### src/rtl/mce_pkg.sv
package mce_pkg;

  // Architectural register width; big-endian numbering runs 32..63.
  localparam int XLEN      = 32;
  localparam int NUM_BASE  = 64 - XLEN;
  localparam int PFX_W     = 16;
  localparam int OFF_W     = 12;
  localparam int ALIGN_W   = XLEN - PFX_W - OFF_W;

  // Big-endian bit number n maps to vector index 63-n.
  function automatic logic [XLEN-1:0] keep_mask();
    logic [XLEN-1:0] m;
    m = '0;
    for (int idx = 0; idx < XLEN; idx++) begin
      int n;
      n = 63 - idx;
      if ((n >= 37 && n <= 38) || (n >= 46 && n <= 55) ||
          (n >= 57 && n <= 59) || (n >= 61 && n <= 63))
        m[idx] = 1'b1;
    end
    return m;
  endfunction

  localparam logic [XLEN-1:0] SAVE1_KEEP = keep_mask();

endpackage

### src/rtl/mce_vector_gen.sv
module mce_vector_gen
  import mce_pkg::*;
(
  input  logic             clk,
  input  logic             rst,
  input  logic             mc_accept,
  input  logic [PFX_W-1:0] vec_prefix_hi,
  input  logic [OFF_W-1:0] vec_offset_mid,
  output logic             redirect_vld,
  output logic [XLEN-1:0]  redirect_pc
);

  logic [XLEN-1:0] pc_next;

  always_comb begin
    pc_next = {vec_prefix_hi, vec_offset_mid, {ALIGN_W{1'b0}}};
  end

  always_ff @(posedge clk) begin
    if (rst) begin
      redirect_vld <= 1'b0;
      redirect_pc  <= '0;
    end else begin
      redirect_vld <= mc_accept;
      if (mc_accept) redirect_pc <= pc_next;
    end
  end

  // pulse follows every accept
  a_r2_pulse_after_accept: assert property (@(posedge clk) disable iff (rst)
    mc_accept |=> redirect_vld);
  // no pulse without a preceding accept
  a_r2_no_spurious_pulse: assert property (@(posedge clk) disable iff (rst)
    !mc_accept |=> !redirect_vld);
  // vector built from the sampled fields
  a_r3_vector_fields: assert property (@(posedge clk) disable iff (rst)
    mc_accept |=> (redirect_pc[XLEN-1 -: PFX_W] == $past(vec_prefix_hi)) &&
                  (redirect_pc[ALIGN_W +: OFF_W] == $past(vec_offset_mid)) &&
                  (redirect_pc[ALIGN_W-1:0] == '0));
  // vector holds without accept
  a_r10_vector_hold: assert property (@(posedge clk) disable iff (rst)
    !mc_accept |=> $stable(redirect_pc));

endmodule

### src/rtl/mce_state_save.sv
module mce_state_save
  import mce_pkg::*;
(
  input  logic            clk,
  input  logic            rst,
  input  logic            mc_accept,
  input  logic [XLEN-1:0] inst_ea,
  input  logic [XLEN-1:0] msr_cur,
  output logic [XLEN-1:0] save0,
  output logic [XLEN-1:0] save1
);

  logic [XLEN-1:0] msr_kept;

  // One AND gate per kept bit; dropped bits are tied to zero.
  for (genvar g = 0; g < XLEN; g++) begin : g_keep
    if (SAVE1_KEEP[g]) begin : g_on
      assign msr_kept[g] = msr_cur[g];
    end else begin : g_off
      assign msr_kept[g] = 1'b0;
    end
  end

  always_ff @(posedge clk) begin
    if (rst) begin
      save0 <= '0;
      save1 <= '0;
    end else if (mc_accept) begin
      save0 <= inst_ea;
      save1 <= msr_kept;
    end
  end

  // instruction address captured
  a_r4_save0_capture: assert property (@(posedge clk) disable iff (rst)
    mc_accept |=> save0 == $past(inst_ea));
  // reserved positions of save1 read zero
  a_r5_save1_reserved_zero: assert property (@(posedge clk) disable iff (rst)
    mc_accept |=> (save1 & ~SAVE1_KEEP) == '0);
  // kept positions copy the state register
  a_r5_save1_kept_bits: assert property (@(posedge clk) disable iff (rst)
    mc_accept |=> (save1 & SAVE1_KEEP) == ($past(msr_cur) & SAVE1_KEEP));
  // save registers hold without accept
  a_r10_save_hold: assert property (@(posedge clk) disable iff (rst)
    !mc_accept |=> $stable(save0) && $stable(save1));

endmodule

### src/rtl/mce_err_log.sv
module mce_err_log
  import mce_pkg::*;
#(
  parameter int CAUSE_W = 8
) (
  input  logic               clk,
  input  logic               rst,
  input  logic               mc_accept,
  input  logic [XLEN-1:0]    data_ea,
  input  logic               by_signal,
  input  logic [CAUSE_W-1:0] cause,
  input  logic               syn_clr_vld,
  input  logic [CAUSE_W-1:0] syn_clr_mask,
  output logic [XLEN-1:0]    err_addr,
  output logic               err_addr_ok,
  output logic [CAUSE_W-1:0] syndrome
);

  logic [CAUSE_W-1:0] clr_bits;
  logic [CAUSE_W-1:0] set_bits;
  logic [CAUSE_W-1:0] syn_next;

  always_comb begin
    clr_bits = syn_clr_vld ? syn_clr_mask : '0;
    set_bits = mc_accept   ? cause        : '0;
    syn_next = (syndrome & ~clr_bits) | set_bits;
  end

  always_ff @(posedge clk) begin
    if (rst) begin
      err_addr    <= '0;
      err_addr_ok <= 1'b0;
      syndrome    <= '0;
    end else begin
      syndrome <= syn_next;
      if (mc_accept) begin
        err_addr_ok <= !by_signal;
        if (!by_signal) err_addr <= data_ea;
      end
    end
  end

  // data-caused error records its address
  a_r6_addr_capture: assert property (@(posedge clk) disable iff (rst)
    (mc_accept && !by_signal) |=> (err_addr == $past(data_ea)) && err_addr_ok);
  // signal-caused error keeps address, marks invalid
  a_r7_signal_keeps_addr: assert property (@(posedge clk) disable iff (rst)
    (mc_accept && by_signal) |=> $stable(err_addr) && !err_addr_ok);
  // without a clear no bit falls
  a_r8_syndrome_sticky: assert property (@(posedge clk) disable iff (rst)
    !syn_clr_vld |=> (syndrome & $past(syndrome)) == $past(syndrome));
  // a simultaneous set wins over a clear
  a_r9_set_beats_clear: assert property (@(posedge clk) disable iff (rst)
    mc_accept |=> (syndrome & $past(cause)) == $past(cause));
  // error address holds without accept
  a_r10_err_hold: assert property (@(posedge clk) disable iff (rst)
    !mc_accept |=> $stable(err_addr) && $stable(err_addr_ok));

endmodule

### src/rtl/mce_entry.sv
module mce_entry
  import mce_pkg::*;
#(
  parameter int CAUSE_W = 8
) (
  input  logic               clk,
  input  logic               rst,
  input  logic               mc_accept,
  input  logic [XLEN-1:0]    inst_ea,
  input  logic [XLEN-1:0]    msr_cur,
  input  logic [PFX_W-1:0]   vec_prefix_hi,
  input  logic [OFF_W-1:0]   vec_offset_mid,
  input  logic [XLEN-1:0]    data_ea,
  input  logic               by_signal,
  input  logic [CAUSE_W-1:0] cause,
  input  logic               syn_clr_vld,
  input  logic [CAUSE_W-1:0] syn_clr_mask,
  output logic               redirect_vld,
  output logic [XLEN-1:0]    redirect_pc,
  output logic [XLEN-1:0]    save0,
  output logic [XLEN-1:0]    save1,
  output logic [XLEN-1:0]    err_addr,
  output logic               err_addr_ok,
  output logic [CAUSE_W-1:0] syndrome
);

  mce_vector_gen u_vector (
    .clk            (clk),
    .rst            (rst),
    .mc_accept      (mc_accept),
    .vec_prefix_hi  (vec_prefix_hi),
    .vec_offset_mid (vec_offset_mid),
    .redirect_vld   (redirect_vld),
    .redirect_pc    (redirect_pc)
  );

  mce_state_save u_save (
    .clk       (clk),
    .rst       (rst),
    .mc_accept (mc_accept),
    .inst_ea   (inst_ea),
    .msr_cur   (msr_cur),
    .save0     (save0),
    .save1     (save1)
  );

  mce_err_log #(.CAUSE_W(CAUSE_W)) u_err (
    .clk          (clk),
    .rst          (rst),
    .mc_accept    (mc_accept),
    .data_ea      (data_ea),
    .by_signal    (by_signal),
    .cause        (cause),
    .syn_clr_vld  (syn_clr_vld),
    .syn_clr_mask (syn_clr_mask),
    .err_addr     (err_addr),
    .err_addr_ok  (err_addr_ok),
    .syndrome     (syndrome)
  );

  // the pulse and the captured registers move together
  a_r2_capture_with_pulse: assert property (@(posedge clk) disable iff (rst)
    !redirect_vld |-> $stable(save0) || $past(rst));

endmodule

### config.mk
export PLATFORM = sky130hd
export DESIGN_NAME = mce_entry
export DESIGN_NICKNAME = d
export VERILOG_FILES = /design/src/rtl/mce_pkg.sv /design/src/rtl/mce_vector_gen.sv /design/src/rtl/mce_state_save.sv /design/src/rtl/mce_err_log.sv /design/src/rtl/mce_entry.sv
export SDC_FILE = /design/constraint.sdc
export NUM_CORES = 1
export LEC_CHECK = 0
export ABC_CLOCK_PERIOD_IN_PS = 1150
export BUFFER_PORTS_ARGS = -buffer_cell sky130_fd_sc_hd__buf_2
export CAP_MARGIN = 20
export CORE_AREA = 2 2 108 110
export DETAILED_ROUTE_END_ITERATION = 8
export DIE_AREA = 0 0 110 112
export MAX_ROUTING_LAYER = met4
export PLACE_DENSITY = 0.78
export SETUP_SLACK_MARGIN = 0.2
export SYNTH_ARGS = -nofsm -noshare
export SYNTH_HDL_FRONTEND = slang
export SYNTH_SLANG_ARGS = --single-unit
### constraint.sdc
create_clock -name clk -period 1.15 [get_ports clk]
set_input_delay 0.23 -clock clk [delete_from_list [all_inputs] [get_ports clk]]
set_output_delay 0.23 -clock clk [all_outputs]
set_load 0.02 [all_outputs]
## Yosys cells after proc, flatten, opt, wreduce, memory -nomap -nowiden

Index checks and enable logic that the tools add are counted.

| operators by class | value |
|---|---|
| bitwise gates (word level) | 4 |
| reductions and logical operators | 2 |
| mux-type cells | 2 |

Operators by type and width:

| cell | number |
|---|---|
| $mux 8 | 2 |
| $and 8x8->8 | 1 |
| $not 8->8 | 1 |
| $or 8x8->8 | 1 |
| $reduce_and 2->1 | 1 |
| $logic_not 1->1 | 1 |
| $not 1->1 | 1 |

| storage, ports and cells | value |
|---|---|
| logic and storage cells | 15 |
| flip-flop bits (word level) | 120 |
| input bits | 145 |

## Longest topological paths before layout

| logic depth | value |
|---|---|
| depth in word-level cells | 4 |
| gate-level depth with buffers | 5 |

## Hierarchy

From an unflattened synthesis, not the netlist that was laid out.

| unflattened totals | value |
|---|---|
| cells, all modules | 457 |
| area total of the unflattened synthesis | 4,847.1 µm² |

Modules (own cells, without submodules):

| module | area an instance (µm²) | cells an instance | sequential area each (µm²) | times used |
|---|---|---|---|---|
| mce_state_save | 1,908.1 | 177 | 1,001.0 | 1 |
| mce_err_log | 1,885.6 | 183 | 820.8 | 1 |
| mce_vector_gen | 1,053.5 | 97 | 580.6 | 1 |

## Worst setup path before layout

OpenSTA, ideal clock, no wires.

| path | value |
|---|---|
| kind | in2reg |
| start point | input rst |
| end point | register u_save.save0[0] |
| arrival | 0.892 ns |
| data required time | 1.033 ns |
| library setup time | 0.117 ns |
| path slack | 0.141 ns |
| cell stages on the path | 5 |
| cell sequence | buf_2 buf_2 buf_4 buf_2 nor2_1 |

RTL lines:

| what | line | text |
|---|---|---|
| from (decl) | mce_entry.sv:7 | `input logic rst,` |
| to (signal assigned) | mce_state_save.sv:29 | `save0 <= inst_ea;` |
| to (decl) | mce_state_save.sv:9 | `output logic [XLEN-1:0] save0,` |

No word-level cell between the ends.

## Worst setup path after layout

| path | value |
|---|---|
| start point | register u_save.save0[13] |
| end point | output save0[13] |

RTL lines:

| what | line | text |
|---|---|---|
| to (decl) | mce_entry.sv:20 | `output logic [XLEN-1:0] save0,` |

No word-level cell between the ends.

==> reports/metrics.yaml <==
rsz0062_at_grt: "yes"
synth_ff_type: "dfxtp_1"
finalSetupTns_ns: 0
crit_cells: 1
routed_wl_mm: 14.3
slowest_stage: "dfxtp_2"
arrival_ns: 0.87
final.min_clock_period_ns: 1.10
clock_sink_count: 120
grt_overflow: 0
cp.buffers_inverters: 1
postLayoutSetupSlackWorst_ns: 0.0503
cts_tree: "built"
period_share_pct: 95.6
timing.fmax_ghz: 0.909
path_class: "register to output pin"
vias: 4411
grt_antenna_before_repair: 0
die_h_um: 112
rows: 39
drv_cap: 0
status: "finished, final reports clean"
drt-pass1-iter-count: 4
synth_seq_cells: 120
grt_max_degree: 41
post-synth-top-area-fraction_pct: 49.7
pre_cts_ws_ns: -0.0483
wire_per_inst_um: 15.8
cts_made_buffers: 17
powerDensity_mw_per_mm2: 1510
seqCellArea_mm2: 0.00255
htree_levels: 4
worst_r2r_path_depth: 4
synth_top_area_cell: "dfxtp_1"
path_cells: "buf_6"
crit_path_end_kind: "output pin"
fin_nets: 892
cp.required_ns: 0.92
critPathMaxFanout: 2
finalHoldViolCount: 0
core-area_mm2: 0.0112
grt_usage_pct: 22.8
io_pins: 283
clk_path_buf_depth: 2
syn_inst: 456
synth.avg_cell_area_um2: 10.6
synthTopCellsByCount: "dfxtp_1 (120), nor2_1 (79), mux2i_1 (78)"
min_path_cells: 2
path_delay_family: "flip-flops"
critPathMaxStageDelay_ns: 0.35
path_clk_slew_ns: 0.06
slew_viol_final: 0
start_util_pct: 43.3
grt_pass1_vias: 4428
synth_cell_types: 22
fin_cells: 903
hpwl_mm: 8.98
skew_ns: 0
vias_per_cell: 4.88
route.detailed.drc: 0
chipWidth_um: 110
first_iter_violations: 233
portBuffers: 250
synthTopCellsByArea: "dfxtp_1 (50%), mux2i_1 (16%), nand4bb_1 (7.5%), nor2_1 (6.1%), nand2b_1 (4.1%)"
synth.yosys.warnings: 0
synth_edf_count: 0
ir_drop_mv: 0.762
area_delta_synth_final_pct: 64.2
multi_input_area_mm2: 0.00204
post-place-cells: 829
clock_latency_ns: 0.40
gp_congestion: 0.837
root_buffer: "clkbuf_16"
leakagePower_uw: 0.00382
dieArea_mm2: 0.0123
worstSetupStartpointType: "register"
drive_gt1_share_pct: 61.8
synth_area_mm2: 0.00483
min_path_type: "primary input to register"
async_reset_ff_share_pct: 0
num-fill-cells: 734
post-route-util_pct: 71.0
final_antenna_net_count: 0
grt_pass1_wl_mm: 21.2
antenna_cells: 0
yosysMostFrequentCell: "dfxtp_1"
finalSetupViolCount: 0
yosysSeqAreaShare_pct: 49.7
==> sequential cells by signal, summed over array words and instances, names as in the netlist <==
signal	flops
u_err.err_addr_ok	1
u_save.save0	32
u_err.syndrome	8
u_vector.redirect_pc	28
u_save.save1	18
u_vector.redirect_vld	1
u_err.err_addr	32
==> path summary, 6_finish.rpt <==
check                             to               start  slack [ns]
hold reg to reg   u_err.err_addr[23]  u_err.err_addr[23]        0.47
setup / recovery           save0[13]    u_save.save0[13]        0.05
hold / removal     u_err.syndrome[6]            cause[6]        0.05
setup reg to reg    u_save.save1[10]    u_save.save1[10]        0.25
==> metal layers <==
layer | up-vias | part of all wire [%] | GRT usage [%]
met5 | - | 0 | -
met4 | 0 | 2.6 | 8.61
met3 | 35 | 7.4 | 6.03
met2 | 204 | 52 | 39.9
met1 | 2075 | 38 | 24.1
li1 | 2097 | - | -
==> logic make-up (layout without fill, tap and decap cells) <==
| family | count (synthesis) | after routing | share of synthesized area (%) |
|---|---|---|---|
| AO/OA/AOI/OAI | 48 | 48 | 5.95 |
| buffers and inverters | 56 | 343 | 9.45 |
| flip-flops | 120 | 120 | 49.7 |
| multiplexers | 78 | 78 | 16.2 |
| other | 1 | 18 | 0.0776 |
| AND/OR/NAND/NOR | 153 | 153 | 18.7 |
==> power breakdown <==
group	internal (uW)	total [uW]	switching, uW
logic	1010	1920	914
clock network	3480	5400	1930
registers	4450	4620	173
==> layout by cell type, fill, tap and decap left out, types with 3 or more instances in the layout <==
cell type   count
buf_2         128
buf_6         121
dfxtp_2       120
nor2_1         79
mux2i_1        78
buf_4          54
nand2b_1       32
nand4bb_1      32
o21ai_1        22
conb_1         18
clkbuf_16      17
o21ai_0        10
nand2_1         8
a21bo_2         7
a21oi_1         7
buf_12          7
clkinv_4        5
bufinv_16       3
clkinvlp_4      3
==> stage by stage <==
stage / total power, uW / area, um^2 / hold slack [ns]
2_1_floorplan: 5600 / 4920 / 0.356
3_3_place_gp: 6060 / 6110 / 0.447
3_5_place_dp: 6110 / 6110 / 0.451
4_1_cts: 11900 / 7730 / 0.0279
5_1_grt: 12400 / 7940 / 0.0339
6_report: 12000 / 7940 / 0.0470
==> repair_timing <==
action,CTS,global route
hold buffers,0,0
buffers inserted,14,28
resized for setup,360,0
endpoints found under the setup margin,120,120
==> final cells by class <==
| cell class | instances | area share (%) |
|---|---|---|
| clock inverter | 14 | 2.21 |
| tap | 143 | 2.25 |
| timing repair buffer | 310 | 32.1 |
| inverter | 1 | 0.0473 |
| multi-input combinational | 297 | 25.7 |
| sequential | 120 | 32.2 |
| clock buffer | 18 | 5.53 |
(Power assumes the default switching activity.)
